--- config.mk ---
export PLATFORM = sky130hd
export DESIGN_NAME = timer_unit
export DESIGN_NICKNAME = d
export VERILOG_FILES = /design/src/rtl/timer_pkg.sv /design/src/rtl/timer_ctrl.sv /design/src/rtl/timer_dp.sv /design/src/rtl/timer_unit.sv
export SDC_FILE = /design/constraint.sdc
export NUM_CORES = 1
export LEC_CHECK = 0
export BUFFER_PORTS_ARGS = -buffer_cell sky130_fd_sc_hd__buf_2
export CORE_MARGIN = 3
export CORE_UTILIZATION = 61
export DETAILED_ROUTE_END_ITERATION = 10
export PLACE_DENSITY_LB_ADDON = 0.05
export SYNTH_ARGS = -nofsm -noshare
export SYNTH_HDL_FRONTEND = slang
export SYNTH_SLANG_ARGS = --single-unit
--- constraint.sdc ---
create_clock -name clk -period 2.8 [get_ports clk]
set_input_delay 0.42 -clock clk [delete_from_list [all_inputs] [get_ports clk]]
set_output_delay 0.42 -clock clk [all_outputs]
set_load 0.02 [all_outputs]
--- src/rtl/timer_pkg.sv ---
package timer_pkg;
  localparam int NCH   = 4;   // countdown channels
  localparam int NBASE = 4;   // 1us, 10us, 100us, 1ms
  localparam int CTRL_W     = 20;
  localparam int EN_LSB     = 16;
  localparam int MODE_LSB   = 12;
  localparam int TSSEL_LSB  = 8;
  localparam int TSSEL_W    = 3;
  localparam logic [CTRL_W-1:0] CTRL_MASK = 20'hFF7FF;

  typedef struct packed {
    logic [NCH-1:0] load;      // count register written this cycle
    logic [NCH-1:0] tick;      // selected tick and channel enabled
    logic [NCH-1:0] periodic;  // reload on expiry
    logic           tsTick;    // timestamp advance
  } strobe_t;
endpackage

--- src/rtl/timer_ctrl.sv ---
module timer_ctrl
  import timer_pkg::*;
#(
  parameter int CLK_HZ = 100_000_000,
  parameter int CNT_W  = 16,
  parameter int TS_W   = 32,
  parameter int ADDR_W = 8,
  parameter int DATA_W = 32
) (
  input  logic                      clk,
  input  logic                      rstN,
  input  logic                      wrEn,
  input  logic [ADDR_W-1:0]         addr,
  input  logic [DATA_W-1:0]         wrData,
  input  logic [NCH-1:0][CNT_W-1:0] cntVal,
  input  logic [TS_W-1:0]           tsVal,
  input  logic [NCH-1:0]            expire,
  output logic [DATA_W-1:0]         rdData,
  output logic [CTRL_W-1:0]         ctrlWord,
  output strobe_t                   strb
);
  localparam int CYC_US = (CLK_HZ / 1_000_000 > 0) ? CLK_HZ / 1_000_000 : 1;
  localparam int US_W   = (CYC_US > 1) ? $clog2(CYC_US) : 1;
  localparam int IDX_W  = ADDR_W - 2;
  localparam logic [IDX_W-1:0] TS_IDX = IDX_W'(NCH + 1);

  // tick prescaler: 1us divider followed by decade stages
  logic [US_W-1:0] usCnt;
  logic            baseTick [NBASE];

  always_ff @(posedge clk or negedge rstN)
    if (!rstN)                           usCnt <= '0;
    else if (usCnt == US_W'(CYC_US - 1)) usCnt <= '0;
    else                                 usCnt <= usCnt + 1'b1;

  assign baseTick[0] = (usCnt == US_W'(CYC_US - 1));

  for (genvar k = 0; k < NBASE - 1; k++) begin : g_decade
    logic [3:0] dec;
    always_ff @(posedge clk or negedge rstN)
      if (!rstN)            dec <= '0;
      else if (baseTick[k]) dec <= (dec == 4'd9) ? 4'd0 : dec + 4'd1;
    assign baseTick[k+1] = baseTick[k] && (dec == 4'd9);
  end

  // register decode
  logic [IDX_W-1:0] regIdx;
  logic             aligned, ctrlWr;
  logic [CTRL_W-1:0] ctrlQ;

  assign regIdx  = addr[ADDR_W-1:2];
  assign aligned = (addr[1:0] == 2'b00);
  assign ctrlWr  = wrEn && aligned && (regIdx == '0);

  always_ff @(posedge clk or negedge rstN)
    if (!rstN) ctrlQ <= '0;
    else if (ctrlWr) ctrlQ <= wrData[CTRL_W-1:0] & CTRL_MASK;
    else
      for (int i = 0; i < NCH; i++)
        if (expire[i] && !ctrlQ[MODE_LSB+i]) ctrlQ[EN_LSB+i] <= 1'b0;

  assign ctrlWord = ctrlQ;

  // strobes to the datapath
  logic [TSSEL_W-1:0] tsSel;
  assign tsSel = ctrlQ[TSSEL_LSB +: TSSEL_W];

  always_comb begin
    strb = '0;
    for (int i = 0; i < NCH; i++) begin
      strb.load[i]     = wrEn && aligned && (regIdx == IDX_W'(i + 1));
      strb.tick[i]     = ctrlQ[EN_LSB+i] && baseTick[ctrlQ[2*i +: 2]];
      strb.periodic[i] = ctrlQ[MODE_LSB+i];
    end
    case (tsSel)
      3'd0:    strb.tsTick = 1'b1;
      3'd1:    strb.tsTick = baseTick[0];
      3'd2:    strb.tsTick = baseTick[1];
      3'd3:    strb.tsTick = baseTick[2];
      3'd4:    strb.tsTick = baseTick[3];
      default: strb.tsTick = 1'b0;
    endcase
  end

  // read mux
  always_comb begin
    rdData = '0;
    if (aligned) begin
      if (regIdx == '0) rdData = DATA_W'(ctrlQ);
      if (regIdx == TS_IDX) rdData = DATA_W'(tsVal);
      for (int i = 0; i < NCH; i++)
        if (regIdx == IDX_W'(i + 1)) rdData = DATA_W'(cntVal[i]);
    end
  end
endmodule

--- src/rtl/timer_dp.sv ---
module timer_dp
  import timer_pkg::*;
#(
  parameter int CNT_W = 16,
  parameter int TS_W  = 32
) (
  input  logic                      clk,
  input  logic                      rstN,
  input  strobe_t                   strb,
  input  logic [CNT_W-1:0]          loadVal,
  output logic [NCH-1:0][CNT_W-1:0] cntVal,
  output logic [TS_W-1:0]           tsVal,
  output logic [NCH-1:0]            expire,
  output logic [NCH-1:0]            irq
);
  for (genvar i = 0; i < NCH; i++) begin : g_chan
    logic [CNT_W-1:0] reload, cnt;

    assign expire[i] = strb.tick[i] && !strb.load[i] && (cnt == '0);
    assign cntVal[i] = cnt;

    always_ff @(posedge clk or negedge rstN)
      if (!rstN) begin
        reload <= '0;
        cnt    <= '0;
      end else if (strb.load[i]) begin
        reload <= loadVal;
        cnt    <= loadVal;
      end else if (strb.tick[i]) begin
        if (cnt != '0)               cnt <= cnt - 1'b1;
        else if (strb.periodic[i])   cnt <= reload;
      end
  end

  always_ff @(posedge clk or negedge rstN)
    if (!rstN) irq <= '0;
    else       irq <= expire;

  always_ff @(posedge clk or negedge rstN)
    if (!rstN)            tsVal <= '0;
    else if (strb.tsTick) tsVal <= tsVal + 1'b1;
endmodule

--- src/rtl/timer_unit.sv ---
module timer_unit
  import timer_pkg::*;
#(
  parameter int CLK_HZ = 100_000_000,
  parameter int CNT_W  = 16,
  parameter int TS_W   = 32,
  parameter int ADDR_W = 8,
  parameter int DATA_W = 32
) (
  input  logic              clk,
  input  logic              rstN,
  input  logic              wrEn,
  input  logic [ADDR_W-1:0] addr,
  input  logic [DATA_W-1:0] wrData,
  output logic [DATA_W-1:0] rdData,
  output logic [NCH-1:0]    irq
);
  strobe_t                   strb;
  logic [NCH-1:0][CNT_W-1:0] cntVal;
  logic [TS_W-1:0]           tsVal;
  logic [NCH-1:0]            expire;
  logic [CTRL_W-1:0]         ctrlWord;

  timer_ctrl #(
    .CLK_HZ(CLK_HZ), .CNT_W(CNT_W), .TS_W(TS_W), .ADDR_W(ADDR_W), .DATA_W(DATA_W)
  ) uCtrl (
    .clk(clk), .rstN(rstN), .wrEn(wrEn), .addr(addr), .wrData(wrData),
    .cntVal(cntVal), .tsVal(tsVal), .expire(expire),
    .rdData(rdData), .ctrlWord(ctrlWord), .strb(strb)
  );

  timer_dp #(.CNT_W(CNT_W), .TS_W(TS_W)) uDp (
    .clk(clk), .rstN(rstN), .strb(strb), .loadVal(wrData[CNT_W-1:0]),
    .cntVal(cntVal), .tsVal(tsVal), .expire(expire), .irq(irq)
  );
endmodule

Word-level counts from Yosys, hierarchy flattened. Index checks and enable logic that the tools add are counted.

Flip-flop bits (word level): 202. Input port bits: 43. Output and inout bits: 36. Word-level logic and storage cells: 154.

Add/sub/neg operators: 9. Order comparisons: 4. Equal/unequal tests: 13. Mux-type cells: 45. Bitwise gates (word level): 4. Reductions and logical operators: 60.

Operators with widths (number): $mux W16 (16); $mux W32 (6); $logic_not A16 Y1 (4); $reduce_bool A16 Y1 (4); $sub A16 B1 Y16 const B (4); $add A32 B1 Y32 const B (1); $logic_and A1 B1 Y1 (25); $mux W20 (1); $mux W4 (4); $reduce_bool A2 Y1 (8); $add A4 B1 Y4 const B (3); $eq A4 B4 Y1 const B (3); $eq A6 B2 Y1 const B (2); $eq A6 B3 Y1 const B (2); $ge A3 B3 Y1 const B (4); $mux W1 (12); $not A2 Y3 (4); $reduce_bool A3 Y1 (4); $bmux W1 S2 (4); $logic_not A1 Y1 (8); $reduce_and A2 Y1 (4); $add A7 B1 Y7 const B (1); $eq A7 B7 Y1 const B (1); $mux W7 (1); other kinds (8) (9).

Logic depth before layout (Yosys ltp).
Depth in word-level cells: 13. Mapped depth: 10. Gate-level depth less buffers: 8.

By module. A second synthesis with hierarchy kept.

Cell total of the unflattened synthesis: 1241. Area total of the unflattened synthesis: 11860.1 um2.

By module, submodules not included: timer_dp (times used 1, cells an instance 891, area each 8833.5 um2, seq. area each 4103.9 um2); timer_ctrl (times used 1, cells an instance 350, area each 3026.7 um2, seq. area each 950.9 um2).

Least setup slack after synthesis. No wires, ideal clock.

Path type: in2out. Start: in addr[3]. End: out rdData[10]. Arrival: 2.006 ns. Required time: 2.380 ns. Slack: 0.374 ns. Cell stages on the path: 5. Buffers on the path: 2. Cells stage by stage: buf_1 > buf_2 > mux4_2 > a22oi_1 > a21oi_1.

Longest elaborated chain between the ends: 8. Elaborated cells between the ends (all ways): 13. Those cells by class: eq/ne (5); mux (7); reduce/logical (1).

RTL lines: start: declaration (line timer_unit.sv:13) `input logic [ADDR_W-1:0] addr,`; $logic_not A6 Y1 (line timer_ctrl.sv:89) `if (regIdx == '0) rdData = DATA_W'(ctrlQ);`; $mux W20 (line timer_ctrl.sv:89); $mux W32 (line timer_ctrl.sv:90) `if (regIdx == TS_IDX) rdData = DATA_W'(tsVal);`; $mux W32 (3 in series) (line timer_ctrl.sv:92) `if (regIdx == IDX_W'(i + 1)) rdData = DATA_W'(cntVal[i]);`; $mux W32 * (line timer_ctrl.sv:92); $mux W32 * (line timer_ctrl.sv:88) `if (aligned) begin`; end: declaration (line timer_unit.sv:15) `output logic [DATA_W-1:0] rdData,`.

Mark *: on every way between the ends. The rest lies on a longest branch, timed or not.

Worst setup path after layout.
Start: in addr[5]. End: out rdData[15].

Same word-level chain as after synthesis.

==> impl_metrics.tcl <==
set metrics [dict create \
    htreeDepth 1 \
    worst_pin_slew_ns 0.6163 \
    grt_max_degree 72 \
    seq_area_frac_synth_pct 44.27 \
    seqPwrFrac_pct 47.1 \
    ir_worst_vdd_mv 0.5016 \
    slowest_stage "and3_1" \
    p_per_area_nw_per_um2 541.2 \
    synthTopCellsByCount "nand2_1, dfrtp_1, nor2_1, xnor2_1, nand3_1" \
    yosysTopAreaCellShare_pct 44.27 \
    rsz0062_at_grt "no" \
    r2r_slack_ns 0.21 \
    core_area_sq_um 18150 \
    synth_area_sq_um 11420 \
    postSynthRegisterBits 202 \
    dp.cells 1596 \
    io_pins 79 \
    synth.most_common_cell "nand2_1" \
    cts_sinks 202 \
    wirelength_mm 33.85 \
    finalHoldViolations 0 \
    drt_iter0_drc 1001 \
    holdWs_ns 0.1353 \
    first_pass_iters 8 \
    synth_edf_count 0 \
    period_needed_ns 2.591 \
    antenna_found_initial 0 \
    clk_pin_slew_ns 0.06 \
    fin_tns_setup_ns 0 \
    cts_buffers 23 \
    cp-end-kind "output port" \
    synth_cell_types 78 \
    path_common_cell "buf_2" \
    yosys.area.top_type "dfrtp_1" \
    grt_pass1_vias 9960 \
    nets 1446 \
    critPathMaxStageDelay_ns 0.63 \
    cap_violations 0 \
    crit_buf_inv 2 \
    die_area_sq_um 20400 \
    cts_setup_buffers 0 \
    crit_chain "buf_2, nor3_1, and3_1, a22oi_1, a21oi_1, buf_2" \
    cts_tree "yes" \
    gp_congestion 1.022 \
    crit_family "simple AND/OR/NAND/NOR gates" \
    start_util_pct 62.92 \
    fin_area_sq_um 13050 \
    pre_cts_ws_ns 0.05092 \
    final_cells 1638 \
    diodes 0 \
    cp.required_ns 2.38 \
    cp.arrival_ns 2.17 \
    swShare_pct 27.46 \
    portBuffers 66 \
    clkPwrFrac_pct 41.9 \
    slew_viol_final 0 \
    die_x_microns 142.8 \
    cts_buffer_depth 3 \
    area_growth_pct 14.32 \
    gr-total-overflow 0 \
    wl_per_cell_microns 20.67 \
    ys.flop_type "dfrtp_1" \
    status "finished, final reports clean" \
    maxSlewHeadroom_pct 58.91 \
    period_share_pct 92.55 \
    cp-start-kind "primary input" \
    path_max_fanout 18 \
    syn_nets 1360 \
    power_mw 7.065 \
    drc_errors 0 \
    die_h_microns 142.8 \
    cts_root_buf "clkbuf_16" \
    drive_gt1_share_pct 15.54 \
    p_int_mw 5.124 \
    setup_viol 0 \
    async_reset_ff_share_pct 100.0 \
    finalWorstSetupSlack_ns 0.2086 \
    antenna_left 0 \
    switchingPower_mw 1.940 \
    yosys_warnings 0 \
    placed_area_sq_um 12300 \
    comb_power_share_pct 11.1 \
    num_rows 49 \
    fmax_mhz 385.9 \
    netlist_instances 1307 \
    min_path_type "primary input to flip-flop" \
    vias_per_cell 6.415 \
    worstSetupPathType "primary input to output port" \
    p_leak_nw 5.954 \
    vias 10510 \
    fin_skew_ns 0.02170 \
    synth_area_per_cell_sq_um 8.736 \
    grt_usage_pct 33.53 \
    final_util_pct 71.93 \
    synth.area.top_cells "dfrtp_1, nand2_1, xnor2_1" \
    grt_pass1_wl_mm 54.03 \
    dp_hpwl_mm 23.44 \
    clock_latency_ns 0.52 \
]
area by class of cell:
class / instances / area, sq um
multi-input cells: 1009 / 6003
clock buffers: 29 / 638.1
clock inverters: 12 / 98.84
well taps: 229 / 286.5
inverters: 24 / 90.09
repair buffers: 133 / 882.1
flip-flops and latches: 202 / 5055
fillers: 1421 / 5094
layer usage:
layer  up-vias  wire (microns)  global-route usage (%)
li1       4798               -                       -
met1      5062           13940                   48.95
met2       549           15110                   50.40
met3        98            3463                   6.263
met4         0            1339                   12.26
met5         -               0                       0
kinds of logic (layout without fill, tap and decap cells):
group                      after synthesis  in the layout  share of synthesized area [%]
AOI/OAI and AO/OA                      238            238                          13.99
xor gates and xnor gates                77             77                          5.906
adders and majority gates               10             10                          1.096
buffers and inverters                   96            198                          3.452
DFF                                    202            202                          44.27
muxes                                   37             37                          4.723
and+or+nand+nor                        647            647                          26.56
registers in the layout, indices dropped and copies added, names as in the netlist:
signal              count
uCtrl.ctrlWord         19
uCtrl.g_decade.dec     12
uCtrl.usCnt             7
uDp.g_chan.cnt         64
uDp.g_chan.reload      64
uDp.irq                 4
uDp.tsVal              32
power groups by stage:
stage	clock, mW	combinational, mW	sequential (mW)
after global routing	3.11	0.873	3.34
final	2.96	0.782	3.33
after floorplan	0	0.495	3.28
after global placement	0	0.753	3.36
after detailed placement	0	0.767	3.36
after CTS	2.98	0.776	3.32
tightest hold or removal path, delay by kind of cell:
family	cells	cell delay, ns
and+or+nand+nor	2	0.10
buffers and inverters	1	0.11
path summary, 6_finish.rpt:
path	start	endpoint	cells past startpoint
max reg2reg	uCtrl.g_decade[0].dec[2]	uDp.g_chan[2].cnt[1]	8
min reg2reg	uCtrl.usCnt[0]	uCtrl.usCnt[0]	1
min in group asynchronous	rstN	uDp.g_chan[3].reload[8]	2
max	addr[5]	rdData[15]	6
min	wrData[18]	uCtrl.ctrlWord[18]	3
max in group asynchronous	rstN	uDp.g_chan[2].reload[15]	3
repair_timing:
action | in CTS | in global routing
hold buffers | 1 | 0
endpoints found under the hold margin | 67 | 0
gates resized for setup | 0 | 3
endpoints found under the setup margin | 0 | 26
placed cells by master (no fill, tap or decap), types with 24 or more instances in the layout:
cell	Yosys	layout
nand2_1	344	344
dfrtp_1	202	202
nor2_1	73	73
buf_2	11	65
buf_4	1	63
xnor2_1	60	60
nand3_1	59	59
a21oi_1	57	57
o21ai_0	46	46
inv_1	24	24
nor3_1	27	24
No activity file was read; power rests on OpenSTA's default activity.
